### src/rtl/plcp_pkg.sv
package plcp_pkg;

  typedef enum logic [2:0] {
    PH_IDLE = 3'd0,
    PH_SYNC = 3'd1,
    PH_SFD  = 3'd2,
    PH_HDR  = 3'd3,
    PH_CRC  = 3'd4,
    PH_FIN  = 3'd5,
    PH_DONE = 3'd6
  } phase_e;

  localparam int SIG_W = 8;

  // rate code to SIGNAL byte
  function automatic logic [SIG_W-1:0] signal_code(input logic [1:0] rc);
    logic [SIG_W-1:0] s;
    case (rc)
      2'd0:    s = 8'h0A;
      2'd1:    s = 8'h14;
      2'd2:    s = 8'h37;
      default: s = 8'h6E;
    endcase
    return s;
  endfunction

endpackage

### src/rtl/plcp_crc_ser.sv
module plcp_crc_ser #(
  parameter int               CRC_W = 16,
  parameter logic [CRC_W-1:0] POLY  = 16'h1021
) (
  input  logic             clk,
  input  logic             rst,
  input  logic             init,
  input  logic             shift,
  input  logic             din,
  output logic [CRC_W-1:0] crc_o
);

  logic             fb;
  logic [CRC_W-1:0] nxt;

  always_comb begin
    fb  = din ^ crc_o[CRC_W-1];
    nxt = {crc_o[CRC_W-2:0], 1'b0} ^ ({CRC_W{fb}} & POLY);
  end

  always_ff @(posedge clk) begin
    if (rst || init) crc_o <= '1;
    else if (shift)  crc_o <= nxt;
  end

  // the register is preset on every new frame
  assert_crc_preset_R6: assert property (@(posedge clk) disable iff (rst)
    init |=> (crc_o == '1));

endmodule

### src/rtl/plcp_seq.sv
module plcp_seq
  import plcp_pkg::*;
#(
  parameter int LONG_SYNC  = 128,
  parameter int SHORT_SYNC = 56,
  parameter int SFD_W      = 16,
  parameter int HDR_W      = 32,
  parameter int CRC_W      = 16,
  parameter int CNT_W      = 7
) (
  input  logic             clk,
  input  logic             rst,
  input  logic             bit_en,
  input  logic             accept,
  input  logic             short_sel,
  output phase_e           phase,
  output logic [CNT_W-1:0] cnt
);

  logic [CNT_W-1:0] last;
  logic             wrap;

  always_comb begin
    case (phase)
      PH_SYNC: last = short_sel ? CNT_W'(SHORT_SYNC - 1) : CNT_W'(LONG_SYNC - 1);
      PH_SFD:  last = CNT_W'(SFD_W - 1);
      PH_HDR:  last = CNT_W'(HDR_W - 1);
      PH_CRC:  last = CNT_W'(CRC_W - 1);
      default: last = '0;
    endcase
    wrap = (cnt == last);
  end

  always_ff @(posedge clk) begin
    if (rst) begin
      phase <= PH_IDLE;
      cnt   <= '0;
    end else if (accept) begin
      phase <= PH_SYNC;
      cnt   <= '0;
    end else if (bit_en) begin
      case (phase)
        PH_SYNC: begin
          if (wrap) begin phase <= PH_SFD; cnt <= '0; end
          else cnt <= cnt + 1'b1;
        end
        PH_SFD: begin
          if (wrap) begin phase <= PH_HDR; cnt <= '0; end
          else cnt <= cnt + 1'b1;
        end
        PH_HDR: begin
          if (wrap) begin phase <= PH_CRC; cnt <= '0; end
          else cnt <= cnt + 1'b1;
        end
        PH_CRC: begin
          if (wrap) begin phase <= PH_FIN; cnt <= '0; end
          else cnt <= cnt + 1'b1;
        end
        PH_FIN:  phase <= PH_DONE;
        PH_DONE: phase <= PH_IDLE;
        default: phase <= PH_IDLE;
      endcase
    end
  end

  // the field counter never runs past its field
  assert_cnt_in_field_R2: assert property (@(posedge clk) disable iff (rst)
    (phase != PH_IDLE) |-> (cnt <= last));

  // the header is entered only from the delimiter field
  assert_hdr_after_sfd_R7: assert property (@(posedge clk) disable iff (rst)
    (phase == PH_HDR && $past(phase) != PH_HDR) |-> ($past(phase) == PH_SFD));

endmodule

### src/rtl/plcp_bit_sel.sv
module plcp_bit_sel
  import plcp_pkg::*;
#(
  parameter int               SFD_W     = 16,
  parameter int               HDR_W     = 32,
  parameter int               CRC_W     = 16,
  parameter int               CNT_W     = 7,
  parameter logic [SFD_W-1:0] LONG_SFD  = 16'hF3A0,
  parameter logic [SFD_W-1:0] SHORT_SFD = 16'h05CF,
  parameter logic             LONG_SYNC_BIT  = 1'b1,
  parameter logic             SHORT_SYNC_BIT = 1'b0
) (
  input  phase_e           phase,
  input  logic [CNT_W-1:0] cnt,
  input  logic             short_sel,
  input  logic [HDR_W-1:0] hdr_word,
  input  logic [CRC_W-1:0] crc_val,
  output logic             bit_o
);

  logic [SFD_W-1:0] sfd;
  logic             sfd_b, hdr_b, crc_b;

  always_comb begin
    sfd   = short_sel ? SHORT_SFD : LONG_SFD;
    sfd_b = 1'b0;
    hdr_b = 1'b0;
    crc_b = 1'b0;
    for (int i = 0; i < SFD_W; i++)
      if (cnt == CNT_W'(i)) sfd_b = sfd[i];
    for (int i = 0; i < HDR_W; i++)
      if (cnt == CNT_W'(i)) hdr_b = hdr_word[i];
    for (int i = 0; i < CRC_W; i++)
      if (cnt == CNT_W'(i)) crc_b = ~crc_val[CRC_W-1-i];
    case (phase)
      PH_SYNC: bit_o = short_sel ? SHORT_SYNC_BIT : LONG_SYNC_BIT;
      PH_SFD:  bit_o = sfd_b;
      PH_HDR:  bit_o = hdr_b;
      PH_CRC:  bit_o = crc_b;
      default: bit_o = 1'b0;
    endcase
  end

endmodule

### src/rtl/plcp_framer.sv
module plcp_framer
  import plcp_pkg::*;
#(
  parameter int               LONG_SYNC   = 128,
  parameter int               SHORT_SYNC  = 56,
  parameter int               SFD_W       = 16,
  parameter int               LEN_W       = 16,
  parameter int               SRV_W       = 8,
  parameter int               CRC_W       = 16,
  parameter logic [SFD_W-1:0] LONG_SFD    = 16'hF3A0,
  parameter logic [SFD_W-1:0] SHORT_SFD   = 16'h05CF,
  parameter logic [SRV_W-1:0] SERVICE_VAL = 8'h00,
  parameter logic [CRC_W-1:0] CRC_POLY    = 16'h1021
) (
  input  logic             clk,
  input  logic             rst,
  input  logic             bit_en,
  input  logic             start,
  input  logic             short_pre,
  input  logic [1:0]       rate,
  input  logic [LEN_W-1:0] length,
  output logic             tx_bit,
  output logic             tx_valid,
  output logic             tx_done
);

  localparam int HDR_W     = SIG_W + SRV_W + LEN_W;
  localparam int SYNC_MAX  = (LONG_SYNC > SHORT_SYNC) ? LONG_SYNC : SHORT_SYNC;
  localparam int FIELD_MAX = (SYNC_MAX > HDR_W) ? SYNC_MAX : HDR_W;
  localparam int CNT_W     = $clog2(FIELD_MAX);
  localparam int LONG_BITS  = LONG_SYNC + SFD_W + HDR_W + CRC_W;
  localparam int SHORT_BITS = SHORT_SYNC + SFD_W + HDR_W + CRC_W;
  localparam int VB_W      = $clog2(LONG_BITS + 1);

  phase_e           phase;
  logic [CNT_W-1:0] cnt;
  logic             accept;
  logic             cfg_short;
  logic [HDR_W-1:0] hdr_word;
  logic [CRC_W-1:0] crc_val;
  logic             sel_bit;

  assign accept = start && (phase == PH_IDLE);

  // capture of the frame configuration
  always_ff @(posedge clk) begin
    if (rst) begin
      cfg_short <= 1'b0;
      hdr_word  <= '0;
    end else if (accept) begin
      cfg_short <= short_pre;
      hdr_word  <= {length, SERVICE_VAL, signal_code(rate)};
    end
  end

  plcp_seq #(
    .LONG_SYNC (LONG_SYNC),
    .SHORT_SYNC(SHORT_SYNC),
    .SFD_W     (SFD_W),
    .HDR_W     (HDR_W),
    .CRC_W     (CRC_W),
    .CNT_W     (CNT_W)
  ) u_seq (
    .clk      (clk),
    .rst      (rst),
    .bit_en   (bit_en),
    .accept   (accept),
    .short_sel(cfg_short),
    .phase    (phase),
    .cnt      (cnt)
  );

  plcp_bit_sel #(
    .SFD_W    (SFD_W),
    .HDR_W    (HDR_W),
    .CRC_W    (CRC_W),
    .CNT_W    (CNT_W),
    .LONG_SFD (LONG_SFD),
    .SHORT_SFD(SHORT_SFD)
  ) u_sel (
    .phase    (phase),
    .cnt      (cnt),
    .short_sel(cfg_short),
    .hdr_word (hdr_word),
    .crc_val  (crc_val),
    .bit_o    (sel_bit)
  );

  plcp_crc_ser #(
    .CRC_W(CRC_W),
    .POLY (CRC_POLY)
  ) u_crc (
    .clk  (clk),
    .rst  (rst),
    .init (accept),
    .shift(bit_en && (phase == PH_HDR)),
    .din  (sel_bit),
    .crc_o(crc_val)
  );

  // registered serial outputs, moved only on bit enables
  always_ff @(posedge clk) begin
    if (rst) begin
      tx_bit   <= 1'b0;
      tx_valid <= 1'b0;
      tx_done  <= 1'b0;
    end else if (bit_en) begin
      case (phase)
        PH_SYNC, PH_SFD, PH_HDR, PH_CRC: begin
          tx_bit   <= sel_bit;
          tx_valid <= 1'b1;
          tx_done  <= 1'b0;
        end
        PH_FIN: begin
          tx_bit   <= 1'b0;
          tx_valid <= 1'b0;
          tx_done  <= 1'b1;
        end
        default: begin
          tx_bit   <= 1'b0;
          tx_valid <= 1'b0;
          tx_done  <= 1'b0;
        end
      endcase
    end
  end

  // count of bits seen on the port, for the frame length check
  logic [VB_W-1:0] vbits;
  always_ff @(posedge clk) begin
    if (rst || accept)           vbits <= '0;
    else if (bit_en && tx_valid) vbits <= vbits + 1'b1;
  end

  // reset clears the port
  assert_reset_quiet_R1: assert property (@(posedge clk)
    rst |=> (!tx_valid && !tx_done && !tx_bit));

  // nothing moves between bit enables
  assert_hold_between_en_R7: assert property (@(posedge clk) disable iff (rst)
    !bit_en |=> ($stable(tx_bit) && $stable(tx_valid) && $stable(tx_done)));

  // full frame length per format
  assert_frame_len_R7: assert property (@(posedge clk) disable iff (rst)
    $rose(tx_done) |-> (vbits == (cfg_short ? VB_W'(SHORT_BITS) : VB_W'(LONG_BITS))));

  // done lasts one enable and never overlaps valid
  assert_done_single_R8: assert property (@(posedge clk) disable iff (rst)
    (tx_done && bit_en) |=> !tx_done);
  assert_done_no_valid_R8: assert property (@(posedge clk) disable iff (rst)
    !(tx_done && tx_valid));

  // a start while busy leaves the captured configuration alone
  assert_busy_ignores_start_R9: assert property (@(posedge clk) disable iff (rst)
    (start && phase != PH_IDLE) |=> ($stable(hdr_word) && $stable(cfg_short)));

  // the CRC is frozen while it is being sent
  assert_crc_frozen_R6: assert property (@(posedge clk) disable iff (rst)
    (phase == PH_CRC) |=> $stable(crc_val));

endmodule

### config.mk
export PLATFORM = sky130hd
export DESIGN_NAME = plcp_framer
export DESIGN_NICKNAME = d
export VERILOG_FILES = /design/src/rtl/plcp_pkg.sv /design/src/rtl/plcp_crc_ser.sv /design/src/rtl/plcp_seq.sv /design/src/rtl/plcp_bit_sel.sv /design/src/rtl/plcp_framer.sv
export SDC_FILE = /design/constraint.sdc
export NUM_CORES = 1
export LEC_CHECK = 0
export ABC_CLOCK_PERIOD_IN_PS = 2500
export BUFFER_PORTS_ARGS = -buffer_cell sky130_fd_sc_hd__buf_4
export CORE_MARGIN = 4
export CORE_UTILIZATION = 54
export CTS_CLUSTER_SIZE = 30
export DETAILED_ROUTE_END_ITERATION = 16
export GPL_TIMING_DRIVEN = 0
export PLACE_DENSITY = 0.85
export SYNTH_ARGS = -nofsm -noshare
export SYNTH_HDL_FRONTEND = slang
export SYNTH_SLANG_ARGS = --single-unit
### constraint.sdc
create_clock -name clk -period 2.5 [get_ports clk]
set_clock_uncertainty 0.15 [all_clocks]
set_input_delay 0.5 -clock clk [delete_from_list [all_inputs] [get_ports clk]]
set_output_delay 0.5 -clock clk [all_outputs]
set_load 0.005 [all_outputs]
==> flow_summary_export.csv <==
group,metric,value,unit
global_routing,grt.total_usage,23.7,%
cells_and_area,nNetsFinal,479,
placement,dp.cells,504,
detailed_routing,drc,0,
critical_path,path_buf_inv,3,
clock_network,cts_tree,"yes",
die,die_w,83.3,µm
logic_synthesis,synth_edf_count,0,
power_and_ir_drop,powerDensity,514,nW/µm²
sta,post-route-period-util,101,%
sta,hold_viol_final,0,
placement,place_area,3340,µm²
detailed_routing,dr_total_vias,3218,
global_routing,antenna_found_initial,0,
logic_synthesis,yosysTopAreaCell,"dfxtp_1",
clock_network,cts_buffer_depth,2,
logic_synthesis,synth.top_cell.area_share,34.7,%
logic_synthesis,synth_warnings,0,
logic_synthesis,netlist_instances,407,
sta,fin_crit,2.53,ns
cells_and_area,stdcell_area,3760,µm²
critical_path,arrival,2.62,ns
run_status,violations,"negative setup slack",
clock_network,cts_root_buf,"clkbuf_8",
sta,max_freq,395,MHz
critical_path,cpMaxStageDelayCell,"dfxtp_4",
logic_synthesis,syn-num-nets,438,
clock_network,ctsHtreeMaxLevel,2,
placement,gp_congestion,0.943,
logic_synthesis,ys_seq_area_share,34.7,%
cells_and_area,syn2layout_area_growth,23.0,%
sta,worst_pin_slew,0.599,ns
logic_synthesis,syn-cell-area,3060,µm²
global_routing,grt_max_degree,17,
die,placeableCoreArea,5510,µm²
detailed_routing,drt-total-wl,8550,µm
logic_synthesis,ys_types,60,
power_and_ir_drop,power.leakage,1.43,nW
sta,setup_ws,-0.0308,ns
clock_network,cts.sinks,53,
die,pin_count,26,
placement,numPortBuffers,25,
die,initial_utilization,55.5,%
critical_path,critPathCaptureType,"register",
flow_run,drv_cap,0,
critical_path,path_class,"register to register",
logic_synthesis,async_flop_share,0,%
critical_path,crit_path_start_kind,"register",
logic_synthesis,synth_ff_type,"dfxtp_1",
placement,place_hpwl,5700,µm
critical_path,cp_max_fo,8,
critical_path,cpPeakStageDelay,0.42,ns
cells_and_area,utilization,68.3,%
detailed_routing,dr.first_iter.drc_count,368,
clock_network,numCtsBuffers,5,
detailed_routing,viasPerCell,6.18,
critical_path,crit_family,"compound AO/OA/AOI/OAI gates",
global_routing,grt_pass1_vias,2913,
logic_synthesis,synth_area_leaders,"dfxtp_1, nand2_1, a21oi_1, ha_1, nand3_1",
sta,holdWs,0.279,ns
clock_network,clkLatencyLatePin,0.31,ns
die,die_area,6930,µm²
sta,rsz0062_at_grt,"yes",
global_routing,grt_pass1_wl,13800,µm
detailed_routing,drtAntennaViolNets,0,
sta,finalMaxSlewViolations,0,
critical_path,worstPathCellList,"inv_6, ha_4, clkinvlp_4, buf_4, o21ai_0, o211ai_1, o311ai_2, o31ai_2, o2111a_2, a211oi_2, nor3_2",
cells_and_area,fin_cells,521,
sta,finalSetupViolCount,2,
cells_and_area,diodes,0,
cells_and_area,layout-drive-gt1-share,24.5,%
die,die_h,83.3,µm
detailed_routing,drtPass1Iterations,5,
critical_path,cp.required,2.59,ns
sta,slew_headroom,60.0,%
clock_network,worst_setup_hold_path_clk_slew,0.10,ns
logic_synthesis,ys_ff_latch,53,
logic_synthesis,syn_avg_cell_area,7.51,µm²
run_status,status,"finished with violations",
power_and_ir_drop,ir_worst_vdd,0.000313,V
die,fp-row-count,27,
global_routing,grt_remaining_overflow,0,
detailed_routing,post_drt_wl_per_cell,16.4,µm
hold_path,hold_class,"input port to register",
worst paths after layout:
path,to,from,depth (start not counted),slack (ns)
setup / recovery,u_crc.crc_o[12]$_SDFFE_PP1P_,u_seq.cnt[0]$_SDFFE_PP0P_,11,-0.03
hold reg to reg,hdr_word[23]$_SDFFE_PP0P_,hdr_word[23]$_SDFFE_PP0P_,2,0.31
hold / removal,hdr_word[23]$_SDFFE_PP0P_,length[7],3,0.28
setup reg to reg,u_crc.crc_o[12]$_SDFFE_PP1P_,u_seq.cnt[0]$_SDFFE_PP0P_,11,-0.03
kinds of logic (layout without fill, tap and decap cells):
kind of cell / after synthesis / count (layout) / synth area share (%)
AND/OR/NAND/NOR: 185 / 185 / 29.5
AO/OA/AOI/OAI: 105 / 105 / 22.5
flip-flops: 53 / 53 / 34.7
buffers and inverters: 46 / 88 / 6.87
XOR/XNOR: 10 / 10 / 3.11
adder cells (fa/ha/maj): 8 / 8 / 3.27
layout by cell type (no fill, tap or decap), types with 5 or more instances in the layout:
master / count
o21ai_1: 7
nor2b_1: 5
dfxtp_1: 51
clkbuf_8: 5
buf_6: 6
nor2_1: 23
nor3_1: 9
inv_1: 9
nand2b_1: 9
nand3_1: 20
xnor2_1: 6
a211oi_1: 7
buf_4: 36
nand2_1: 85
a21oi_2: 5
a21oi_1: 39
o21ai_0: 8
o211ai_1: 5
buf_2: 12
nand4_1: 7
clkbuf_1: 12
metrics by stage:
step                      setup slack, ns  total power, mW  setup TNS (ns)
after floorplan                    0.0590             1.14               0
after global placement             -0.225             1.22          -0.661
after detailed placement           -0.280             1.23          -0.884
after CTS                        -0.00718             1.92        -0.00718
after global routing              -0.0967             2.02          -0.227
final                             -0.0308             1.93         -0.0444
Yosys cell counts, types with 3 or more instances:
cell type / instances
nand2b_1: 9
a311oi_1: 3
dfxtp_1: 53
nand2_1: 85
buf_2: 15
and3_1: 3
clkbuf_1: 14
xnor2_1: 6
xor2_1: 3
nand3_1: 20
o21ai_0: 13
nand4_1: 7
o21ai_1: 3
nor2_1: 26
nor3_1: 9
a21oi_1: 44
a31oi_1: 4
inv_1: 13
o211ai_1: 5
a211oi_1: 9
nand3b_1: 3
ha_1: 8
nor2b_1: 5
worst min-delay path: cells and delay by family:
kind            cells  cell delay [ns]
buf+inv             1             0.11
simple gates        1             0.04
compound gates      1             0.05
report_power, final:
part	total (mW)	switching (mW)	internal, mW
clock network	0.677	0.280	0.398
logic	0.340	0.196	0.145
registers	0.917	0.0350	0.882
metal layers:
| layer | track usage [%] | up-vias | part of all wire, % |
|---|---|---|---|
| li1 | - | 1499 | - |
| met1 | 31.6 | 1485 | 42 |
| met2 | 38.2 | 198 | 47 |
| met3 | 4.56 | 36 | 8.4 |
| met4 | 8.32 | 0 | 2.8 |
| met5 | 0 | - | 0 |
registers in the layout, indices dropped and copies added, names as in the netlist:
name         count
cfg_short        1
hdr_word        23
tx_bit           1
tx_done          1
tx_valid         1
u_crc.crc_o     16
u_seq.cnt        7
u_seq.phase      3
what timing repair did:
item,in CTS,in global routing
hold buffers,0,0
setup buffers,7,5
pin swaps,11,16
resized for setup,32,30
setup endpoints to repair,4,4
final cells by class:
type / instances / area [µm²]
Buffer: 30 / 161
Clock buffer: 5 / 68.8
Clock inverter: 3 / 65.1
Fill cell: 422 / 1740
Inverter: 13 / 63.8
Multi-Input combinational cell: 308 / 1960
Sequential cell: 53 / 1070
Tap cell: 72 / 90.1
Timing Repair Buffer: 37 / 285
Note: power is estimated with default switching activity, not from simulation.
